**src/rtl/mask_reduce_pkg.sv**
```systemverilog
package mask_reduce_pkg;
    typedef enum logic [1:0] {
        ST_IDLE = 2'd0,
        ST_SCAN = 2'd1,
        ST_FIN  = 2'd2
    } red_state_e;

    typedef enum logic {
        OP_COUNT = 1'b0,
        OP_FIND  = 1'b1
    } red_op_e;
endpackage

```
**src/rtl/mask_reduce_window.sv**
```systemverilog
// Qualifies the bits of one slice: inside [vstart, vl), enabled by v0 when
// masking is on, and set in the source.
module mask_reduce_window #(
    parameter int CHUNK = 16,
    parameter int SELW  = 3,
    parameter int CW    = 8
) (
    input  logic [SELW-1:0]  sel_i,
    input  logic [CHUNK-1:0] src_i,
    input  logic [CHUNK-1:0] v0_i,
    input  logic             vm_i,
    input  logic [CW-1:0]    vl_i,
    input  logic [CW-1:0]    vstart_i,
    output logic [CHUNK-1:0] act_o
);
    localparam int LOGC = $clog2(CHUNK);

    for (genvar j = 0; j < CHUNK; j++) begin : g_bit
        logic [CW-1:0] gidx;
        assign gidx     = (CW'(sel_i) << LOGC) | CW'(j);
        assign act_o[j] = src_i[j] & (vm_i | v0_i[j]) &
                          (gidx >= vstart_i) & (gidx < vl_i);
    end
endmodule

```
**src/rtl/mask_reduce_slice.sv**
```systemverilog
// Population count and lowest set position of one qualified slice.
module mask_reduce_slice #(
    parameter int CHUNK = 16
) (
    input  logic [CHUNK-1:0]         act_i,
    output logic [$clog2(CHUNK):0]   pcnt_o,
    output logic                     hit_o,
    output logic [$clog2(CHUNK)-1:0] pos_o
);
    localparam int LOGC = $clog2(CHUNK);

    always_comb begin
        pcnt_o = '0;
        for (int i = 0; i < CHUNK; i++) begin
            pcnt_o = pcnt_o + (LOGC+1)'(act_i[i]);
        end
    end

    always_comb begin
        hit_o = 1'b0;
        pos_o = '0;
        for (int i = CHUNK - 1; i >= 0; i--) begin
            if (act_i[i]) begin
                hit_o = 1'b1;
                pos_o = LOGC'(i);
            end
        end
    end

    // the reported position must point at a qualified bit
    always_comb begin
        if (hit_o) begin
            p_pos_is_set_r4: assert (act_i[pos_o]);
        end
        p_cnt_vs_hit_r3: assert ((pcnt_o != '0) == hit_o);
    end
endmodule

```
**src/rtl/mask_reduce.sv**
```systemverilog
module mask_reduce
    import mask_reduce_pkg::*;
#(
    parameter int XLEN  = 64,
    parameter int VLEN  = 128,
    parameter int CHUNK = 16
) (
    input  logic                      clk,
    input  logic                      rst_n,
    input  logic                      start_i,
    input  logic                      op_i,
    input  logic                      vm_i,
    input  logic [$clog2(VLEN):0]     vl_i,
    input  logic [$clog2(VLEN):0]     vstart_i,
    input  logic [VLEN-1:0]           src_i,
    input  logic [VLEN-1:0]           v0_i,
    output logic                      done_o,
    output logic                      vstart_clr_o,
    output logic                      vs_dirty_o,
    output logic [XLEN-1:0]           result_o
);
    localparam int NCHUNK = VLEN / CHUNK;
    localparam int SELW   = (NCHUNK > 1) ? $clog2(NCHUNK) : 1;
    localparam int LOGC   = $clog2(CHUNK);
    localparam int CW     = $clog2(VLEN) + 1;
    localparam logic [XLEN-1:0] ALL_ONES = {XLEN{1'b1}};

    red_state_e           state_q, state_d;
    red_op_e              op_q;
    logic                 vm_q;
    logic [CW-1:0]        vl_q, vstart_q;
    logic [VLEN-1:0]      src_q, v0_q;
    logic [SELW-1:0]      sel_q;
    logic [CW-1:0]        cnt_q, cnt_d;
    logic [CW-1:0]        first_q, first_d;
    logic                 found_q, found_d;
    logic [XLEN-1:0]      res_q;

    logic [CHUNK-1:0]     src_sl, v0_sl, act;
    logic [LOGC:0]        pcnt;
    logic                 hit;
    logic [LOGC-1:0]      pos;
    logic                 last_sl;
    logic                 accept;

    // ---------------- slice selection and reduction ----------------
    assign src_sl  = src_q[CW'(sel_q) * CW'(CHUNK) +: CHUNK];
    assign v0_sl   = v0_q [CW'(sel_q) * CW'(CHUNK) +: CHUNK];
    assign last_sl = (sel_q == SELW'(NCHUNK - 1));
    assign accept  = (state_q == ST_IDLE) && start_i;

    mask_reduce_window #(
        .CHUNK (CHUNK),
        .SELW  (SELW),
        .CW    (CW)
    ) u_window (
        .sel_i    (sel_q),
        .src_i    (src_sl),
        .v0_i     (v0_sl),
        .vm_i     (vm_q),
        .vl_i     (vl_q),
        .vstart_i (vstart_q),
        .act_o    (act)
    );

    mask_reduce_slice #(
        .CHUNK (CHUNK)
    ) u_slice (
        .act_i  (act),
        .pcnt_o (pcnt),
        .hit_o  (hit),
        .pos_o  (pos)
    );

    // ---------------- accumulation ----------------
    always_comb begin
        cnt_d   = cnt_q + CW'(pcnt);
        found_d = found_q | hit;
        first_d = first_q;
        if (!found_q && hit) begin
            first_d = (CW'(sel_q) << LOGC) | CW'(pos);
        end
    end

    // ---------------- next state ----------------
    always_comb begin
        state_d = state_q;
        unique case (state_q)
            ST_IDLE: if (start_i) state_d = ST_SCAN;
            ST_SCAN: if (last_sl) state_d = ST_FIN;
            ST_FIN:  state_d = ST_IDLE;
            default: state_d = ST_IDLE;
        endcase
    end

    // ---------------- state register ----------------
    always_ff @(posedge clk or negedge rst_n) begin
        if (!rst_n) state_q <= ST_IDLE;
        else        state_q <= state_d;
    end

    // ---------------- datapath registers ----------------
    always_ff @(posedge clk or negedge rst_n) begin
        if (!rst_n) begin
            op_q     <= OP_COUNT;
            vm_q     <= 1'b1;
            vl_q     <= '0;
            vstart_q <= '0;
            src_q    <= '0;
            v0_q     <= '0;
            sel_q    <= '0;
            cnt_q    <= '0;
            first_q  <= '0;
            found_q  <= 1'b0;
            res_q    <= '0;
        end else begin
            if (accept) begin
                op_q     <= red_op_e'(op_i);
                vm_q     <= vm_i;
                vl_q     <= vl_i;
                vstart_q <= vstart_i;
                src_q    <= src_i;
                v0_q     <= v0_i;
                sel_q    <= '0;
                cnt_q    <= '0;
                first_q  <= '0;
                found_q  <= 1'b0;
            end else if (state_q == ST_SCAN) begin
                sel_q   <= sel_q + SELW'(1);
                cnt_q   <= cnt_d;
                first_q <= first_d;
                found_q <= found_d;
                if (last_sl) begin
                    if (op_q == OP_FIND) res_q <= found_d ? XLEN'(first_d) : ALL_ONES;
                    else                 res_q <= XLEN'(cnt_d);
                end
            end
        end
    end

    // ---------------- outputs ----------------
    always_comb begin
        done_o       = 1'b0;
        vstart_clr_o = 1'b0;
        vs_dirty_o   = 1'b0;
        unique case (state_q)
            ST_FIN: begin
                done_o       = 1'b1;
                vstart_clr_o = 1'b1;
                vs_dirty_o   = 1'b1;
            end
            default: ;
        endcase
        result_o = res_q;
    end

    // ---------------- assertions ----------------
    p_done_pulse_r6: assert property (@(posedge clk) disable iff (!rst_n)
        done_o |=> !done_o);

    p_count_bound_r3: assert property (@(posedge clk) disable iff (!rst_n)
        (done_o && op_q == OP_COUNT && vl_q > vstart_q) |->
            (result_o <= XLEN'(vl_q - vstart_q)));

    p_empty_count_r7: assert property (@(posedge clk) disable iff (!rst_n)
        (done_o && op_q == OP_COUNT && vl_q <= vstart_q) |-> (result_o == '0));

    p_empty_find_r7: assert property (@(posedge clk) disable iff (!rst_n)
        (done_o && op_q == OP_FIND && vl_q <= vstart_q) |-> (result_o == ALL_ONES));

    p_find_window_r1: assert property (@(posedge clk) disable iff (!rst_n)
        (done_o && op_q == OP_FIND && result_o != ALL_ONES) |->
            ((result_o >= XLEN'(vstart_q)) && (result_o < XLEN'(vl_q))));

    p_result_hold_r8: assert property (@(posedge clk) disable iff (!rst_n)
        !done_o |-> $stable(result_o));

    p_busy_ignore_r8: assert property (@(posedge clk) disable iff (!rst_n)
        (state_q != ST_IDLE && start_i) |=>
            ($stable(vl_q) && $stable(vstart_q) && $stable(src_q)));
endmodule

```
**config.mk**
```make
export PLATFORM = sky130hd
export DESIGN_NAME = mask_reduce
export DESIGN_NICKNAME = d
export VERILOG_FILES = /design/src/rtl/mask_reduce_pkg.sv /design/src/rtl/mask_reduce_window.sv /design/src/rtl/mask_reduce_slice.sv /design/src/rtl/mask_reduce.sv
export SDC_FILE = /design/constraint.sdc
export NUM_CORES = 1
export LEC_CHECK = 0
export ABC_AREA = 0
export BUFFER_PORTS_ARGS = -buffer_cell sky130_fd_sc_hd__buf_2
export CORE_ASPECT_RATIO = 1.25
export CORE_MARGIN = 3
export CORE_UTILIZATION = 50
export DETAILED_ROUTE_END_ITERATION = 8
export PLACE_DENSITY = 0.78
export SETUP_SLACK_MARGIN = 0.02
export SLEW_MARGIN = 5
export SYNTH_ARGS = -nofsm -noshare
export SYNTH_HDL_FRONTEND = slang
export SYNTH_SLANG_ARGS = --single-unit
```
**constraint.sdc**
```tcl
create_clock -name clk -period 6.9 [get_ports clk]
set_clock_uncertainty 0.15 [all_clocks]
set_input_delay 2.07 -clock clk [delete_from_list [all_inputs] [get_ports clk]]
set_output_delay 2.07 -clock clk [all_outputs]
set_load 0.05 [all_outputs]
```
==> impl_metrics.csv <==
group,metric,value,unit
synthesis,synthCells,1122,
drt,drc,0,
drt,drt_iter0_markers,650,
synthesis,synth-async-reset-ratio,1.00,
pwr,p_leak,8.42,nW
grt,grt_overflow,0,
hold_path,hold_class,"flip-flop to flip-flop",
synthesis,synth_area_leaders,"dfrtp_1 50%, mux2_2 21%, mux4_2 6.8%",
floorplan,row_count,71,
critical_path,regToRegSetupSlack,0.11,ns
timing,fin_crit,6.79,ns
floorplan,die_w,163,um
synthesis,ys_warn_count,0,
hold_path,worstHoldPathCells,1,
drt,drtPass1Iterations,5,
clocking,path_clk_slew,0.06,ns
timing,tns,0,ns
placed_design,post_dp_cell_area,17100,um2
drt,wire_per_inst,21.5,um
floorplan,io_pins,344,
cells_and_area,fin_area,18400,um2
critical_path,r2r_cells,26,
timing,rsz0062_at_grt,"true",
critical_path,startpoint_type,"flip-flop",
timing,max-slew-margin-rel,0.244,
grt,grt_max_degree,130,
cells_and_area,layout.nets,1718,
critical_path,cp_slowest_cell,"dfrtp_4",
job,cap_violations,0,
hold_path,min_to,"result_o[2]",
timing,setup_violations,0,
grt,grt_pass1_vias,11200,
status,status,"finished, final reports clean",
synthesis,synth_top_area_cell,"dfrtp_1",
floorplan,initial_utilization,0.508,
synthesis,synth_top_area_share,0.496,
clocking,holdBufCountCts,0,
grt,antenna_found_initial,21,
drt,vias,10500,
synthesis,syn-num-nets,1430,
critical_path,reg2reg_from,"sel_q[1]",
clocking,ctsLongestPathBuffers,3,
placed_design,post-dp-hpwl,29200,um
clocking,cts_tree,"built",
critical_path,crit_path_end_kind,"flip-flop",
drt,routed_wirelength,39900,um
synthesis,netlist-cell-type-count,80,
timing,fin_crit_sh,0.984,
timing,tightest_slew,1.10,ns
critical_path,crit_buf_inv,5,
placed_design,gp_congestion,0.932,
hold_path,min_from,"result_o[2]",
synthesis,ys_seq_area_frac,0.497,
floorplan,die_height,202,um
critical_path,cpPeakStageDelay,0.53,ns
critical_path,critical_path_class,"flip-flop to flip-flop",
pwr,p_total,0.00980,W
clocking,insertion_delay,0.56,ns
clocking,htreeDepth,1,
placed_design,numPortBuffers,343,
synthesis,ys_ff_latch,305,
floorplan,core-area,30200,um2
drt,ant_nets,0,
cells_and_area,final_layout_size_suffix_gt1_frac,0.557,
grt,track_usage,0.241,
pwr,peakVddDrop,273,uV
timing,timing.hold.ws,0.324,ns
synthesis,netlist_area,15300,um2
timing,max_freq,147,MHz
critical_path,required,7.19,ns
critical_path,r2r_end,"result_o[6]",
critical_path,crit_fanout,5,
pwr,power.density,534,nW/um2
clocking,root_buffer,"clkbuf_16",
floorplan,dieArea,32800,um2
synthesis,syn_avg_cell_area,13.7,um2
timing,slew_violations,0,
synthesis,synth-main-ff-cell,"dfrtp_1",
critical_path,cpMostUsedCell,"fa_1",
critical_path,crit_start,"sel_q[1]",
critical_path,arrival,7.08,ns
timing,hold_viol,0,
drt,viasPerCell,5.64,
synthesis,synth_edf_count,0,
placed_design,pre_cts_ws,-0.154,ns
grt,grt_pass1_wl,61600,um
clocking,clkSinkCount,305,
timing,fin_ws,0.114,ns
critical_path,critPathTopFamily,"adder cells",
clocking,cts_buffers,31,
cells_and_area,area_delta_synth_final,19.6,%
[layout by cell type (no fill, tap or decap), types with 21 or more instances in the layout]
cell,n
a21oi_1,21
buf_2,342
buf_4,29
mux4_2,46
nand2_1,39
dfrtp_1,301
mux2_2,280
inv_1,27
o21ai_0,33
clkbuf_16,31
[layer usage]
metal	vias to the layer above	wire length, um	track usage
li1	4663	-	-
met1	5323	15400	0.294
met2	366	20400	0.414
met3	97	2300	0.0412
met4	10	1770	0.114
met5	-	54	0
[what timing repair did]
action,in CTS,in global routing
gates resized for setup,6,17
gates cloned,0,0
endpoints found under the setup margin,4,7
pin swaps,2,3
buffers inserted,0,3
[where the power goes]
group / switching [W] / leakage [nW] / total [W] / internal, W
clock network: 0.000697 / 0.520 / 0.00174 / 0.00105
logic: 0.00242 / 4.29 / 0.00480 / 0.00238
registers: 0.000560 / 3.61 / 0.00326 / 0.00270
[synth_stat cells, types with 11 or more instances]
cell type / instances
mux2_2: 280
o211ai_1: 18
fa_1: 11
clkbuf_1: 43
ha_1: 20
inv_1: 31
dfrtp_1: 304
nor2_1: 13
mux4_2: 46
nand3_1: 14
a22o_1: 12
a21oi_1: 22
nand2_1: 39
o21ai_0: 37
mux2i_1: 17
buf_4: 65
[kinds of logic after synthesis]
logic type,synth area share
compound gates,0.0699
fa+ha+maj,0.0307
flops,0.497
simple gates,0.0428
buf+inv,0.0594
xor+xnor,0.00457
mux,0.295
[area by class of cell]
class	count	area, um2
fillers	2375	11900
well taps	401	502
clock buffers	42	847
repair buffers	379	2060
flip-flops and latches	305	7640
multi-input cells	661	6920
inverters	32	123
diodes	18	45.0
clock inverters	15	210
[registers in the layout, summed over array words and instances (netlist names)]
| register | cells |
|---|---|
| found_q | 1 |
| vstart_q | 8 |
| vm_q | 1 |
| vl_q | 8 |
| state_q | 2 |
| result_o | 9 |
| op_q | 1 |
| v0_q | 128 |
| first_q | 8 |
| src_q | 128 |
| sel_q | 3 |
| cnt_q | 8 |
[worst register-to-register path, delay by kind of cell (launching register included)]
family	cells	cell delay, ns
xor gates and xnor gates	1	0.14
AOI/OAI and AO/OA	7	0.93
buffers and inverters	5	0.33
DFF	1	0.53
adders and majority gates	9	3.59
and+or+nand+nor	4	0.98
[worst max-delay path by stage]
stage	end	slack, ns	depth (start not counted)
floorplan	result_o[6]	-0.09	30
global placement	result_o[6]	0.06	26
detailed placement	result_o[7]	-0.15	26
CTS	result_o[7]	0.02	26
global route	result_o[6]	-0.11	26
finish	result_o[6]	0.11	26
[stage by stage]
stage	cells	util
floorplan	1122	-
global placement	1775	0.567
detailed placement	1775	0.567
CTS	1832	0.603
global route	1852	0.607
finish	1853	0.608
Note: power is estimated with default switching activity, not from simulation.
